<file path="config.mk">
export PLATFORM = sky130hd
export DESIGN_NAME = ipc_top
export DESIGN_NICKNAME = d
export VERILOG_FILES = /design/src/rtl/ipc_pkg.sv /design/src/rtl/ipc_sense.sv /design/src/rtl/ipc_regs.sv /design/src/rtl/ipc_arbiter.sv /design/src/rtl/ipc_top.sv
export SDC_FILE = /design/constraint.sdc
export NUM_CORES = 1
export LEC_CHECK = 0
export ABC_AREA = 1
export BUFFER_PORTS_ARGS = -buffer_cell sky130_fd_sc_hd__buf_2
export CAP_MARGIN = 30
export CORE_MARGIN = 3
export CORE_UTILIZATION = 44
export DETAILED_ROUTE_END_ITERATION = 10
export PLACE_DENSITY_LB_ADDON = 0.08
export SKIP_CTS_REPAIR_TIMING = 1
export SLEW_MARGIN = 10
export SYNTH_ARGS = -nofsm -noshare
export SYNTH_HDL_FRONTEND = slang
export SYNTH_SLANG_ARGS = --single-unit
</file>
<file path="constraint.sdc">
create_clock -name clk -period 33.5 [get_ports clk]
set_input_delay 0 -clock clk [delete_from_list [all_inputs] [get_ports clk]]
set_output_delay 0 -clock clk [all_outputs]
set_load 0.005 [all_outputs]
</file>
<file path="src/rtl/ipc_pkg.sv">
package ipc_pkg;

   // sense selection per external pin
   typedef enum logic [1:0] {
      SENSE_LOW  = 2'b00,
      SENSE_FALL = 2'b01,
      SENSE_RISE = 2'b10,
      SENSE_BOTH = 2'b11
   } sense_e;

   // width of one priority slot inside a register word
   localparam int SLOT_W     = 4;

   // fixed register addresses; the mode register follows the priority bank
   localparam int ADDR_SENSE = 0;
   localparam int ADDR_FLAG  = 1;
   localparam int ADDR_PRIO0 = 2;

endpackage

</file>
<file path="src/rtl/ipc_sense.sv">
module ipc_sense
   import ipc_pkg::*;
#(
   parameter int N_IRQ = 8
) (
   input  logic               clk,
   input  logic               rst_n,
   input  logic [N_IRQ-1:0]   pin,
   input  logic [2*N_IRQ-1:0] sense,
   input  logic               clr_we,
   input  logic [N_IRQ-1:0]   clr_keep,
   output logic [N_IRQ-1:0]   flag
);

   for (genvar k = 0; k < N_IRQ; k++) begin : g_pin
      logic   prev_q;
      logic   flag_q;
      logic   hit;
      logic   wipe;
      sense_e sel;

      assign sel  = sense_e'(sense[2*k +: 2]);
      assign wipe = clr_we & ~clr_keep[k];

      always_comb begin
         case (sel)
            SENSE_LOW:  hit = ~pin[k];
            SENSE_FALL: hit = prev_q & ~pin[k];
            SENSE_RISE: hit = ~prev_q & pin[k];
            default:    hit = prev_q ^ pin[k];
         endcase
      end

      always_ff @(posedge clk or negedge rst_n) begin
         if (!rst_n) begin
            prev_q <= 1'b1;
            flag_q <= 1'b0;
         end else begin
            prev_q <= pin[k];
            flag_q <= hit | (flag_q & ~wipe);
         end
      end

      assign flag[k] = flag_q;
   end

endmodule

</file>
<file path="src/rtl/ipc_regs.sv">
module ipc_regs
   import ipc_pkg::*;
#(
   parameter int N_IRQ   = 8,
   parameter int N_FIELD = 12,
   parameter int LVL_W   = 3,
   parameter int DATA_W  = 16,
   parameter int ADDR_W  = 3
) (
   input  logic                     clk,
   input  logic                     rst_n,
   input  logic                     we,
   input  logic [ADDR_W-1:0]        addr,
   input  logic [DATA_W-1:0]        wdata,
   input  logic [N_IRQ-1:0]         flag,
   output logic [DATA_W-1:0]        rdata,
   output logic [2*N_IRQ-1:0]       sense,
   output logic [N_FIELD*LVL_W-1:0] lvl,
   output logic                     level_mode
);

   localparam int FPR    = DATA_W / SLOT_W;
   localparam int N_PREG = (N_FIELD + FPR - 1) / FPR;
   localparam int A_MODE = ADDR_PRIO0 + N_PREG;

   logic [2*N_IRQ-1:0]       sense_q;
   logic [N_FIELD*LVL_W-1:0] lvl_q;
   logic                     mode_q;

   always_ff @(posedge clk or negedge rst_n) begin
      if (!rst_n) begin
         sense_q <= '0;
         lvl_q   <= '0;
         mode_q  <= 1'b0;
      end else if (we) begin
         if (addr == ADDR_W'(ADDR_SENSE)) sense_q <= wdata[2*N_IRQ-1:0];
         if (addr == ADDR_W'(A_MODE))     mode_q  <= wdata[0];
         for (int f = 0; f < N_FIELD; f++) begin
            if (addr == ADDR_W'(ADDR_PRIO0 + f / FPR))
               lvl_q[f*LVL_W +: LVL_W] <= wdata[(f % FPR)*SLOT_W +: LVL_W];
         end
      end
   end

   always_comb begin
      rdata = '0;
      if (addr == ADDR_W'(ADDR_SENSE)) rdata[2*N_IRQ-1:0] = sense_q;
      if (addr == ADDR_W'(ADDR_FLAG))  rdata[N_IRQ-1:0]   = flag;
      if (addr == ADDR_W'(A_MODE))     rdata[0]           = mode_q;
      for (int f = 0; f < N_FIELD; f++) begin
         if (addr == ADDR_W'(ADDR_PRIO0 + f / FPR))
            rdata[(f % FPR)*SLOT_W +: LVL_W] = lvl_q[f*LVL_W +: LVL_W];
      end
   end

   assign sense      = sense_q;
   assign lvl        = lvl_q;
   assign level_mode = mode_q;

endmodule

</file>
<file path="src/rtl/ipc_arbiter.sv">
module ipc_arbiter #(
   parameter int N_SRC    = 16,
   parameter int N_IRQ    = 8,
   parameter int LVL_W    = 3,
   parameter int VEC_W    = 8,
   parameter int IRQ_VEC0 = 16,
   parameter int INT_VEC0 = 24,
   parameter int NMI_VEC  = 7
) (
   input  logic                   active,
   input  logic                   nmi_pend,
   input  logic                   level_mode,
   input  logic                   cpu_imask,
   input  logic [LVL_W-1:0]       cpu_level,
   input  logic [N_SRC-1:0]       src_req,
   input  logic [N_SRC*LVL_W-1:0] src_lvl,
   output logic                   valid,
   output logic [VEC_W-1:0]       vector
);

   function automatic logic [VEC_W-1:0] vec_of(input int i);
      if (i < N_IRQ) return VEC_W'(IRQ_VEC0 + i);
      else           return VEC_W'(INT_VEC0 + i - N_IRQ);
   endfunction

   logic             found;
   logic [LVL_W-1:0] best_lvl;
   logic [VEC_W-1:0] best_vec;
   logic [LVL_W-1:0] cand_lvl;
   logic             cand_ok;

   // scan in ascending vector order; a later source must strictly beat
   // the held one, so ties stay with the lower vector
   always_comb begin
      found    = 1'b0;
      best_lvl = '0;
      best_vec = '0;
      cand_lvl = '0;
      cand_ok  = 1'b0;
      for (int i = 0; i < N_SRC; i++) begin
         cand_lvl = level_mode ? src_lvl[i*LVL_W +: LVL_W] : '0;
         cand_ok  = src_req[i] && (level_mode ? (cand_lvl > cpu_level) : !cpu_imask);
         if (cand_ok && (!found || cand_lvl > best_lvl)) begin
            found    = 1'b1;
            best_lvl = cand_lvl;
            best_vec = vec_of(i);
         end
      end
   end

   always_comb begin
      valid  = active && (nmi_pend || found);
      vector = '0;
      if (active) begin
         if (nmi_pend)   vector = VEC_W'(NMI_VEC);
         else if (found) vector = best_vec;
      end
   end

endmodule

</file>
<file path="src/rtl/ipc_top.sv">
module ipc_top
   import ipc_pkg::*;
#(
   parameter int N_IRQ         = 8,
   parameter int N_INT         = 8,
   parameter int INT_PER_FIELD = 2,
   parameter int LVL_W         = 3,
   parameter int DATA_W        = 16,
   parameter int ADDR_W        = 3,
   parameter int VEC_W         = 8,
   parameter int IRQ_VEC0      = 16,
   parameter int INT_VEC0      = 24,
   parameter int NMI_VEC       = 7
) (
   input  logic              clk,
   input  logic              rst_n,
   input  logic              reg_we,
   input  logic [ADDR_W-1:0] reg_addr,
   input  logic [DATA_W-1:0] reg_wdata,
   output logic [DATA_W-1:0] reg_rdata,
   input  logic              nmi_pin,
   input  logic [N_IRQ-1:0]  irq_pin,
   input  logic [N_INT-1:0]  int_req,
   input  logic              cpu_imask,
   input  logic [LVL_W-1:0]  cpu_level,
   output logic              int_valid,
   output logic [VEC_W-1:0]  int_vector,
   input  logic              int_ack
);

   localparam int N_SRC   = N_IRQ + N_INT;
   localparam int N_FIELD = N_IRQ + N_INT / INT_PER_FIELD;
   localparam int FPR     = DATA_W / SLOT_W;
   localparam int N_PREG  = (N_FIELD + FPR - 1) / FPR;

   // elaboration-time parameter checks
   if (2 * N_IRQ > DATA_W) begin : g_bad_sense
      $error("sense fields do not fit the data word");
   end
   if (LVL_W > SLOT_W) begin : g_bad_lvl
      $error("level width exceeds the priority slot");
   end
   if (N_INT % INT_PER_FIELD != 0) begin : g_bad_share
      $error("internal sources must divide evenly into shared fields");
   end
   if (ADDRS_NEEDED(N_PREG) > (1 << ADDR_W)) begin : g_bad_addr
      $error("register map does not fit the address width");
   end
   if (INT_VEC0 + N_INT > (1 << VEC_W) || IRQ_VEC0 + N_IRQ > INT_VEC0) begin : g_bad_vec
      $error("vector ranges overlap or overflow");
   end

   function automatic int ADDRS_NEEDED(input int npreg);
      return ADDR_PRIO0 + npreg + 1;
   endfunction

   logic [N_IRQ-1:0]         flag_q;
   logic [2*N_IRQ-1:0]       sense;
   logic [N_FIELD*LVL_W-1:0] fld_lvl;
   logic                     level_mode;
   logic [N_SRC*LVL_W-1:0]   src_lvl;
   logic                     nmi_prev_q;
   logic                     nmi_pend_q;
   logic                     flag_wr;

   assign flag_wr = reg_we && (reg_addr == ADDR_W'(ADDR_FLAG));

   ipc_sense #(.N_IRQ(N_IRQ)) i_sense (
      .clk      (clk),
      .rst_n    (rst_n),
      .pin      (irq_pin),
      .sense    (sense),
      .clr_we   (flag_wr),
      .clr_keep (reg_wdata[N_IRQ-1:0]),
      .flag     (flag_q)
   );

   ipc_regs #(
      .N_IRQ   (N_IRQ),
      .N_FIELD (N_FIELD),
      .LVL_W   (LVL_W),
      .DATA_W  (DATA_W),
      .ADDR_W  (ADDR_W)
   ) i_regs (
      .clk        (clk),
      .rst_n      (rst_n),
      .we         (reg_we),
      .addr       (reg_addr),
      .wdata      (reg_wdata),
      .flag       (flag_q),
      .rdata      (reg_rdata),
      .sense      (sense),
      .lvl        (fld_lvl),
      .level_mode (level_mode)
   );

   // route each source to its priority field; internal lines share fields
   for (genvar s = 0; s < N_SRC; s++) begin : g_map
      if (s < N_IRQ) begin : g_ext
         assign src_lvl[s*LVL_W +: LVL_W] = fld_lvl[s*LVL_W +: LVL_W];
      end else begin : g_int
         localparam int FLD = N_IRQ + (s - N_IRQ) / INT_PER_FIELD;
         assign src_lvl[s*LVL_W +: LVL_W] = fld_lvl[FLD*LVL_W +: LVL_W];
      end
   end

   // nonmaskable request: armed by a rising pin, retired by acknowledge
   always_ff @(posedge clk or negedge rst_n) begin
      if (!rst_n) begin
         nmi_prev_q <= 1'b1;
         nmi_pend_q <= 1'b0;
      end else begin
         nmi_prev_q <= nmi_pin;
         nmi_pend_q <= (nmi_pin & ~nmi_prev_q) | (nmi_pend_q & ~int_ack);
      end
   end

   ipc_arbiter #(
      .N_SRC    (N_SRC),
      .N_IRQ    (N_IRQ),
      .LVL_W    (LVL_W),
      .VEC_W    (VEC_W),
      .IRQ_VEC0 (IRQ_VEC0),
      .INT_VEC0 (INT_VEC0),
      .NMI_VEC  (NMI_VEC)
   ) i_arb (
      .active     (rst_n),
      .nmi_pend   (nmi_pend_q),
      .level_mode (level_mode),
      .cpu_imask  (cpu_imask),
      .cpu_level  (cpu_level),
      .src_req    ({int_req, flag_q}),
      .src_lvl    (src_lvl),
      .valid      (int_valid),
      .vector     (int_vector)
   );

endmodule

</file>
==> summary.md <==
| Metric | Value |
|---|---|
| CP max-delay cell | `buf_4` |
| Fin area | `7590 um2` |
| Routed Antenna Nets | `0` |
| Largest net degree at the start of global routing | `56` |
| Worst-margin pin slew | `0.941 ns` |
| Cells after Synth | `957` |
| Pre-antenna DRT Iters | `5` |
| P&R area growth vs syn | `15.0%` |
| CTS root buf | `clkbuf_16` |
| Number of max-cap violations | `0` |
| Max frequency | `54.1 MHz` |
| Sequential fraction of the synthesis area | `0.271` |
| Avg Cell Area, Syn | `6.90 um2` |
| Seq cells post-synth | `71` |
| TritonCTS clock tree | `done` |
| Worst hold path class | `in -> reg` |
| Row count | `44` |
| Fin crit share | `0.552` |
| Endpoints failing hold | `3` |
| DR iter-0 viols | `324` |
| Failing checks | `hold timing` |
| CP most frequent cell | `nand2_1` |
| Critical path type | `reg -> out` |
| Finished Layout Cells | `1225` |
| DIE HEIGHT | `128 um` |
| Min Clock Period, post-route | `18.48 ns` |
| Unrepaired setup endpoints after global routing | `false` |
| Fin Setup TNS | `0 ns` |
| Vias/cell | `5.21` |
| Die X | `128 um` |
| IO Count | `69` |
| Total CTS buffers | `9` |
| Clock sink count | `71` |
| Full die area | `16500 um2` |
| Vias in the first global route | `5931` |
| Predominant post-synthesis flop cell | `dfrtp_1` |
| Total Wirelength | `18400 um` |
| DR DRC count | `0` |
| Nets | `1177` |
| WHS | `-0.00770 ns` |
| Crit Path Max Fanout | `55` |
| GRT Residual Overflow | `0` |
| Critical Path RT | `~34 ns` |
| Share of cells above drive strength 1 | `0.127` |
| Clk Latency, worst-skew pair | `0.33 ns` |
| ANT cells | `0` |
| Core area | `14600 um2` |
| Clk pin slew, worst setup/hold paths | `~0.06 ns` |
| DR WL/cell | `15.0 um` |
| Post-synth ARST share | `1.00` |
| Crit-path max cell delay | `approximately 0.49 ns` |
| CP endpoint kind | `output port` |
| Dpl hpwl | `14500 um` |
| Mapped Area | `6600 um2` |
| Most common cell after layout, fill and taps aside | `nand2_1` |
| Port bufs | `between 60 and 70` |
| Placed cells | `1189` |
| Starting density of the core | `0.452` |
| Netlist cell types | `35` |
| Total GRT Usage | `0.226` |
| Bufs on Longest Clock Path | `2` |
| CP Launch Type | `flip-flop` |
| Status | `finished, violations left` |
| Rel. slew slack | `0.371` |
| Placer Congestion | `a little over 0.9` |
| H-tree depth | `3` |
| Initial antenna violation count | `0` |
| Worst EP arrival | `18.48 ns` |
| Post-synth EDFFs | `0` |
| Via Count | `approximately 6400` |
| Placed Area | `7090 um2` |
| Most frequent cells in the layout | `nand2_1 (289), o21ai_0 (112), inv_1 (109), ha_1 (97), nand3_1 (83)` |
| Clock skew | `0.00409 ns` |
| First-pass GRT wire length | `29900 um` |
| Synth Warn # | `0` |
| Endpoints failing setup | `0` |
| Final Slew Violations | `0` |
-- state kept, by name (all words and copies together) (netlist names) --
signal,count
i_regs.sense,16
nmi_prev_q,1
i_sense.g_pin.prev_q,8
i_regs.lvl,36
i_regs.level_mode,1
i_sense.g_pin.flag_q,8
nmi_pend_q,1
-- metrics by stage --
stage / util / setup slack (ns) / hold WS [ns]
final: 0.521 / 15.02 / -0.00770
after global routing: 0.521 / 12.83 / 0.0244
after CTS: 0.507 / 15.12 / -0.378
after detailed placement: 0.486 / 15.53 / -0.0298
after global placement: 0.486 / 15.82 / -0.0279
after floorplan: - / 16.98 / -0.296
-- path summary, 6_finish.rpt --
path	start	endpoint	slack (ns)	depth (start not counted)
max	i_regs.level_mode	int_vector[0]	15.02	142
min	reg_wdata[14]	i_regs.lvl[35]	-0.008	3
max reg2reg	i_sense.g_pin[6].prev_q	i_sense.g_pin[6].flag_q	32.27	4
min reg2reg	i_regs.sense[11]	i_sense.g_pin[5].flag_q	0.50	2
max in group asynchronous	rst_n	nmi_prev_q	32.47	3
min in group asynchronous	rst_n	i_regs.sense[3]	0.16	2
-- cell usage after synthesis (5+ instances only) --
cell      count  area, um2
dfstp_2       9        236
ha_1         97       1210
nand2_1     289       1080
nand3_1      83        415
inv_1       109        409
o21ai_1       7       35.0
nand3_2       8       80.1
o22ai_1       5       31.3
a22oi_1       6       45.0
o21ai_0     112        561
clkbuf_1     13       48.8
dfrtp_1      62       1550
nand4_1       7       43.8
nand2_2       7       43.8
inv_2         9       33.8
a21oi_1      47        235
buf_2         7       35.0
and2_1       13       81.3
nor2_1       36        135
-- worst max-delay path: cells and delay by family, from the launching register on --
kind	cells	cell delay (ns)
adders and majority gates	16	4.79
buffers and inverters	16	1.86
and+or+nand+nor	76	6.80
AOI/OAI and AO/OA	34	4.28
DFF	1	0.36
-- cell families after synthesis --
logic type      after synthesis  synth area share
flops                        71             0.271
fa+ha+maj                    97             0.184
compound gates              188             0.151
simple gates                458             0.308
other cells                   1          0.000568
buf+inv                     141            0.0832
mux                           1           0.00171
-- routing by layer --
| layer | up-vias | wire length (um) | global-route usage |
|---|---|---|---|
| li1 | 3337 | - | - |
| met1 | 2887 | 9310 | 0.329 |
| met2 | 129 | 7940 | 0.350 |
| met3 | 26 | 689 | 0.0266 |
| met4 | 0 | 429 | 0.0737 |
| met5 | - | 0 | 0 |
-- final cells by class --
cell class                 instances  area, um2
fill                            1479       6990
multi-input combinational        747       4270
sequential                        71       1790
timing repair buffer              89        558
inverter                         118        443
clock buffer                      13        260
tap                              184        230
clock inverter                     3       42.5
Power is not shown: default switching activity piles up to over one toggle a cycle in this logic, so the estimate is an artifact.
